<file path="src/rtl/pvc_pkg.sv">
package pvc_pkg;

    localparam int CNT_W       = 32;
    localparam int SHIFT_W     = 5;
    localparam int ODD_W       = 3;
    localparam int POS_W       = $clog2(CNT_W);
    localparam int SMALL_LIMIT = 20;

    typedef struct packed {
        logic [SHIFT_W-1:0] shift;
        logic [ODD_W-1:0]   odd;
        logic               ovf;
    } pad_code_t;

    function automatic pad_code_t mk_code(input int sh, input int od);
        pad_code_t c;
        c.shift = sh[SHIFT_W-1:0];
        c.odd   = od[ODD_W-1:0];
        c.ovf   = 1'b0;
        return c;
    endfunction

    // Fixed padding for small counts: (shift, odd index)
    function automatic pad_code_t small_code(input logic [4:0] idx);
        case (idx)
            5'd1:          return mk_code(0, 0);
            5'd2:          return mk_code(1, 0);
            5'd3:          return mk_code(0, 1);
            5'd4:          return mk_code(2, 0);
            5'd5:          return mk_code(0, 2);
            5'd6:          return mk_code(1, 1);
            5'd7:          return mk_code(0, 3);
            5'd8:          return mk_code(3, 0);
            5'd9:          return mk_code(0, 4);
            5'd10:         return mk_code(1, 2);
            5'd11, 5'd12:  return mk_code(2, 1);
            5'd13, 5'd14:  return mk_code(1, 3);
            5'd15, 5'd16:  return mk_code(4, 0);
            5'd17:         return mk_code(1, 4);
            5'd18, 5'd19:  return mk_code(2, 2);
            default:       return mk_code(0, 0);
        endcase
    endfunction

    function automatic logic [CNT_W-1:0] expand(input logic [SHIFT_W-1:0] sh,
                                                 input logic [ODD_W-1:0]   od);
        logic [CNT_W-1:0] base;
        base = CNT_W'({od, 1'b1});
        return base << sh;
    endfunction

endpackage

</file>
<file path="src/rtl/pvc_lead_one.sv">
module pvc_lead_one #(
    parameter int W     = 32,
    localparam int PW   = $clog2(W)
) (
    input  logic [W-1:0]  vec,
    output logic [PW-1:0] pos,
    output logic          any
);
    // Priority encoder: highest set bit wins
    always_comb begin
        pos = '0;
        any = 1'b0;
        for (int i = 0; i < W; i++) begin
            if (vec[i]) begin
                pos = i[PW-1:0];
                any = 1'b1;
            end
        end
    end
endmodule

</file>
<file path="src/rtl/pvc_classify.sv">
module pvc_classify
    import pvc_pkg::*;
#(
    parameter int W     = CNT_W,
    localparam int PW   = $clog2(W)
) (
    input  logic [W-1:0]  count,
    input  logic [PW-1:0] msb,
    output pad_code_t     code
);
    logic [W-1:0] top_bits;
    logic [3:0]   nib;
    int           n;
    int           sh;
    int           od;

    always_comb begin
        n        = int'(msb) - 3;
        top_bits = count >> n;
        nib      = top_bits[3:0];
        sh       = 0;
        od       = 0;
        if (count < W'(SMALL_LIMIT)) begin
            code = small_code(count[4:0]);
        end else begin
            case (nib[2:1])
                2'b00: begin
                    if (nib[0]) begin sh = n;     od = 4; end
                    else        begin sh = n + 1; od = 2; end
                end
                2'b01:   begin sh = n + 2; od = 1; end
                2'b10:   begin sh = n + 1; od = 3; end
                default: begin sh = n + 4; od = 0; end
            endcase
            code       = mk_code(sh, od);
            code.ovf   = (sh > W - 1);
        end
    end
endmodule

</file>
<file path="src/rtl/pad_vcount_enc.sv">
module pad_vcount_enc
    import pvc_pkg::*;
#(
    parameter int CW    = CNT_W,
    localparam int PW   = $clog2(CW)
) (
    input  logic                clk,
    input  logic                rst,
    input  logic                in_valid,
    input  logic [CW-1:0]       in_vcount,
    input  logic [CW-1:0]       in_icount,
    output logic                out_valid,
    output logic                out_err,
    output logic [SHIFT_W-1:0]  out_shift,
    output logic [ODD_W-1:0]    out_odd,
    output logic [CW-1:0]       out_padded
);
    // Stage 1: leading-one search, registered with the request
    logic [PW-1:0] lead_pos;
    logic          lead_any;

    pvc_lead_one #(.W(CW)) u_lead (
        .vec (in_vcount),
        .pos (lead_pos),
        .any (lead_any)
    );

    logic          s1_valid;
    logic          s1_zero;
    logic          s1_inst;
    logic [PW-1:0] s1_msb;
    logic [CW-1:0] s1_count;

    always_ff @(posedge clk) begin
        if (rst) begin
            s1_valid <= 1'b0;
            s1_zero  <= 1'b0;
            s1_inst  <= 1'b0;
            s1_msb   <= '0;
            s1_count <= '0;
        end else begin
            s1_valid <= in_valid;
            s1_zero  <= !lead_any;
            s1_inst  <= (in_icount > CW'(1));
            s1_msb   <= lead_pos;
            s1_count <= in_vcount;
        end
    end

    // Stage 2: classify and pack the result
    pad_code_t code;

    pvc_classify #(.W(CW)) u_cls (
        .count (s1_count),
        .msb   (s1_msb),
        .code  (code)
    );

    logic reject;
    assign reject = s1_zero || (s1_inst && code.ovf);

    always_ff @(posedge clk) begin
        if (rst) begin
            out_valid  <= 1'b0;
            out_err    <= 1'b0;
            out_shift  <= '0;
            out_odd    <= '0;
            out_padded <= '0;
        end else begin
            out_valid  <= s1_valid && !reject;
            out_err    <= s1_valid && reject;
            out_shift  <= '0;
            out_odd    <= '0;
            out_padded <= '0;
            if (s1_valid && !reject) begin
                if (s1_inst) begin
                    out_shift  <= code.shift;
                    out_odd    <= code.odd;
                    out_padded <= expand(code.shift, code.odd);
                end else begin
                    out_padded <= s1_count;
                end
            end
        end
    end
endmodule

</file>
<file path="config.mk">
export PLATFORM = sky130hd
export DESIGN_NAME = pad_vcount_enc
export DESIGN_NICKNAME = d
export VERILOG_FILES = /design/src/rtl/pvc_pkg.sv /design/src/rtl/pvc_lead_one.sv /design/src/rtl/pvc_classify.sv /design/src/rtl/pad_vcount_enc.sv
export SDC_FILE = /design/constraint.sdc
export NUM_CORES = 1
export LEC_CHECK = 0
export ABC_AREA = 1
export BUFFER_PORTS_ARGS = -buffer_cell sky130_fd_sc_hd__buf_2
export CAP_MARGIN = 15
export CORE_MARGIN = 3
export CORE_UTILIZATION = 56
export DETAILED_ROUTE_END_ITERATION = 16
export GPL_ROUTABILITY_DRIVEN = 0
export PLACE_DENSITY = 0.93
export SYNTH_ARGS = -nofsm -noshare
export SYNTH_HDL_FRONTEND = slang
export SYNTH_SLANG_ARGS = --single-unit
</file>
<file path="constraint.sdc">
create_clock -name clk -period 4.6 [get_ports clk]
set_clock_uncertainty 0.05 [all_clocks]
set_input_delay 0.69 -clock clk [delete_from_list [all_inputs] [get_ports clk]]
set_output_delay 0.69 -clock clk [all_outputs]
set_load 0.005 [all_outputs]
</file>
==> results list <==
- The worst register-to-register path begins at s1_msb[0]$_SDFF_PP0_.
* Wire length of the first global-routing pass: roughly 26 mm
- Path category of the worst min-delay check: flop to flop
- The worst register-to-register path has a setup slack of about 310 ps.
- Together, buffers and inverters on the worst path number 8.
* Mux contribution to synthesized area: 0%
* Outcome: complete, no violations
- Source of the worst hold timing path: s1_count[22]$_SDFF_PP0_
* Root Buffer Master: sky130_fd_sc_hd__clkbuf_8
* Cell accounting for the most synthesized area: sky130_fd_sc_hd__dfxtp_1
- In this run, the number of DRC markers left after iteration 0 of detailed routing was 965.
- Netlist cell types: 45
- Fraction of the yosys area taken by sequential cells: a little under a third
- Hold bufs inserted after CTS: 0
- Data arrives at the worst endpoint at roughly 4500 ps.
- Among all stages on the critical path, the largest delay is contributed by sky130_fd_sc_hd__dfxtp_1.
- Clock insertion delay at the later pin of the skew report: 360 ps
- Die extent in x: about 110 um
- Routed WL per cell: 14.5 um
- Total wire length: 16.0 mm
- By area, the combinational part of the netlist is dominated by simple AND/OR/NAND/NOR gates.
- Global-route congestion overflow total: 0
- Top delay family on crit path: simple AND/OR/NAND/NOR gates
- STA classifies the critical path endpoint as a flop.
- By startpoint and endpoint, the worst setup path is classified as flop to flop.
* Nets: around 1100
* DRC: 0
- The number of antenna diodes in the final layout is 0.
* Detail Route Antenna Nets: 0
- Dividing total power by cell area gives a power density of between 300 and 400 nW/um^2.
- Worst-margin pin slew: just under 700 ps
- Core footprint: 9860 sq um
- RSZ-0062 raised after global routing: false
- Counting flops with an async set or reset pin after synthesis yields a share of 0%.
- In this run the static leakage power is 3.17 nW.
- Count of instances resized after the clock tree is built: 0
- The final number of max-transition violations is 0.
* Adder-cell share of the synthesized area: 6.97%
- The smallest clock period supported by the final layout is computed as approximately 4300 ps.
- Worst reg2reg endpoint: out_padded[9]$_SDFF_PP0_
* Largest driver fanout on the critical path: 21
- In this run the biggest area consumer among cell types represents between 30% and 40% of the synthesized area.
* Initial cell density of the core: 58.2%
- TritonCTS created 9 clock buffers.
- Entering global routing, the biggest net connects 51 pins.
* Number of cells on the worst reg-to-reg path: 27
- The H-tree generated during clock tree synthesis spans 3 levels.
- Worst hold endpoint: out_padded[22]$_SDFF_PP0_
- Data required, critical path: 4820 ps
* Highest cell delay on the worst timing path: about 400 ps
- Overall fraction of global-route tracks in use: approximately 27%
- The most used flip-flop cell after synthesis is sky130_fd_sc_hd__dfxtp_1.
- Half-perimeter wire length after detailed placement: ~12 mm
- Setup violation total in the final timing report: 0
- After layout, the worst path uses between 90% and 100% of the clock period.
- The worst-case IR drop observed on VDD is 0.203 mV.
- The clock drives 88 sinks.
* Final count of hold timing violations: 0
- Number of global-route vias before repair: 5547
- The synthesized netlist devotes between 10% and 20% of its cell area to compound gates.
- Yosys reg bits: approximately 90
- The post-route netlist has between 10% and 20% of its cells at a drive strength greater than 1.
* Mean number of vias per cell: roughly 5.8
* Die extent in y: between 100 and 150 um
* Total setup buffers inserted after CTS: 0
- Cell mode on critical path: sky130_fd_sc_hd__nand2_1
* Net count after synthesis: 972
* Final core utilization: 66.4%
- Most frequently used cell type in the post-synthesis netlist: sky130_fd_sc_hd__nand2_1
- In the post-synthesis netlist, the biggest area contributors are sky130_fd_sc_hd__dfxtp_1, sky130_fd_sc_hd__nand2_1, sky130_fd_sc_hd__nand3_1.
- Area share of xor/xnor cells in the synthesized design: under 10%
- TritonCTS built the clock tree.
- Counting along the longest clock path gives a buffer depth of 2.
- Along the worst hold path, the cell count comes to 2.
- Vias: 6375
* Final non-filler cell area: 6550 sq um
* Total negative slack for setup checks: 0 ps
- Top-level I/O count: around 110
* Post-synthesis instance area: around 5700 sq um
- Synthesized area per cell: 6.58 sq um
* Number of enable flip-flop cells after synthesis: 0
- Number of iterations in the first detailed-routing pass: 7
- Relative to the synthesized area, the layout overhead comes to 14.1%.
- Headroom to the max-slew limit came out at between 50% and 60%.
* Highest achievable clock rate: 233 MHz
* Number of antenna violations at the first check in global routing: 0
- STA classifies the critical path startpoint as a flop.
* Gate count of the mapped netlist: 873
* Placed cell areas: about 6300 sq um
- Counting the fill cells in the layout gives ~840.
- Ranking of synthesized cells by instance count: sky130_fd_sc_hd__nand2_1, sky130_fd_sc_hd__nand3_1, sky130_fd_sc_hd__inv_1, sky130_fd_sc_hd__dfxtp_1, sky130_fd_sc_hd__nor2_1
* Die outline area: about 12000 sq um
- Input and output buffers added on the ports amount to 107.
- Across the run, the number of max-cap violations was 0.
- After Yosys synthesis, and, or, nand and nor cells account for between 30% and 40% of the synthesized area.
- The Yosys step of the flow raised 0 warnings.
- Clock-pin slew was measured on the worst setup and hold paths at 90 ps.
* Row cnt: 36
[worst reg2reg max path, cell delays in order, from the launching register on]
cell                       delay (ps)
sky130_fd_sc_hd__dfxtp_1          410
sky130_fd_sc_hd__buf_4            240
sky130_fd_sc_hd__inv_1             80
sky130_fd_sc_hd__ha_1             320
sky130_fd_sc_hd__buf_4            220
sky130_fd_sc_hd__nor2_1           260
sky130_fd_sc_hd__inv_1            120
sky130_fd_sc_hd__a21oi_1          140
sky130_fd_sc_hd__nor2_1            60
sky130_fd_sc_hd__nand3_1           80
sky130_fd_sc_hd__nand3_1           90
sky130_fd_sc_hd__nand2_1          100
sky130_fd_sc_hd__nand2_1           50
sky130_fd_sc_hd__nand2_1          120
sky130_fd_sc_hd__inv_1             80
sky130_fd_sc_hd__ha_1             220
sky130_fd_sc_hd__buf_4            180
sky130_fd_sc_hd__a21oi_1          120
sky130_fd_sc_hd__o21ai_0          100
sky130_fd_sc_hd__inv_1             60
sky130_fd_sc_hd__o211ai_1          90
sky130_fd_sc_hd__nand2_1           80
sky130_fd_sc_hd__nand2_1          150
sky130_fd_sc_hd__inv_2            250
sky130_fd_sc_hd__nand2_1          130
sky130_fd_sc_hd__nand2_1           90
sky130_fd_sc_hd__nand3_1          110
sky130_fd_sc_hd__a21oi_1          210
[where the power goes]
group | internal, W | switching (W) | total [W] | leakage (nW)
logic | 0.000303 | 0.000707 | 0.00101 | 2.34
clock network | 0.000310 | 0.000274 | 0.000584 | 0.111
registers | 0.000796 | 0.0000334 | 0.000829 | 0.722
total | 0.00141 | 0.00101 | 0.00242 | 3.17
[through the flow]
stage / worst slack (ps) / instances / hold WS [ps] / total power, W
3_5_place_dp: 266 / 1084 / 465 / 0.00180
5_1_grt: 13.8 / 1101 / 486 / 0.00256
4_1_cts: 234 / 1100 / 465 / 0.00238
6_report: 311 / 1101 / 467 / 0.00242
3_3_place_gp: 312 / 1084 / 451 / 0.00177
2_1_floorplan: 676 / 873 / 405 / 0.00159
[per-layer routing]
layer	vias up	wire [um]	GRT usage (%)
li1	3062	-	-
met1	2765	6180	36.5
met2	469	7000	43.7
met3	79	2230	6.24
met4	0	554	8.49
met5	-	0	0
[cells in the final DEF (no fill, tap or decap), types with 3 or more instances in the layout]
cell type / n
sky130_fd_sc_hd__xor2_1: 4
sky130_fd_sc_hd__nor3_1: 14
sky130_fd_sc_hd__ha_1: 32
sky130_fd_sc_hd__a21oi_1: 49
sky130_fd_sc_hd__nand4_1: 39
sky130_fd_sc_hd__inv_2: 9
sky130_fd_sc_hd__o21ai_1: 8
sky130_fd_sc_hd__buf_2: 107
sky130_fd_sc_hd__nor2_2: 4
sky130_fd_sc_hd__inv_6: 3
sky130_fd_sc_hd__buf_4: 11
sky130_fd_sc_hd__a21oi_2: 10
sky130_fd_sc_hd__dfxtp_1: 88
sky130_fd_sc_hd__clkbuf_8: 9
sky130_fd_sc_hd__nand2_2: 14
sky130_fd_sc_hd__o211ai_1: 7
sky130_fd_sc_hd__nand3_1: 103
sky130_fd_sc_hd__nor4_1: 16
sky130_fd_sc_hd__or2_2: 3
sky130_fd_sc_hd__inv_1: 93
sky130_fd_sc_hd__nor2_1: 76
sky130_fd_sc_hd__o21ai_0: 21
sky130_fd_sc_hd__nand2_1: 214
[flip-flops by register name, summed over array words and instances (netlist names), 3 cells and up, named ones only]
signal      flops
s1_count       32
out_odd         3
s1_msb          5
out_shift       5
out_padded     32
[how the worst max path moves through the flow]
stage | slack, ps | from | endpoint | cells past startpoint
2_1_floorplan | 680 | s1_msb[0]$_SDFF_PP0_ | out_padded[19]$_SDFF_PP0_ | 28
3_5_place_dp | 270 | s1_msb[1]$_SDFF_PP0_ | out_padded[10]$_SDFF_PP0_ | 22
5_1_grt | 10 | s1_msb[0]$_SDFF_PP0_ | out_padded[7]$_SDFF_PP0_ | 28
3_3_place_gp | 310 | s1_msb[0]$_SDFF_PP0_ | out_padded[10]$_SDFF_PP0_ | 22
4_1_cts | 230 | s1_msb[1]$_SDFF_PP0_ | out_padded[9]$_SDFF_PP0_ | 22
6_report | 310 | s1_msb[0]$_SDFF_PP0_ | out_padded[9]$_SDFF_PP0_ | 27
[layout make-up]
type	instances	area, sq um	area share [%]
Inverter	103	390	5.96
Tap cell	133	166	2.54
Clock inverter	7	98.8	1.51
Clock buffer	9	124	1.89
Sequential cell	88	1760	26.9
Multi-Input combinational cell	642	3380	51.6
Timing Repair Buffer	119	633	9.66
[cells by family (layout without fill, tap and decap cells)]
family	count (synthesis)	after routing
xor gates and xnor gates	6	6
buffers and inverters	143	238
AOI/OAI and AO/OA	111	111
DFF	88	88
and+or+nand+nor	493	493
adders and majority gates	32	32
(Power assumes the default switching activity.)
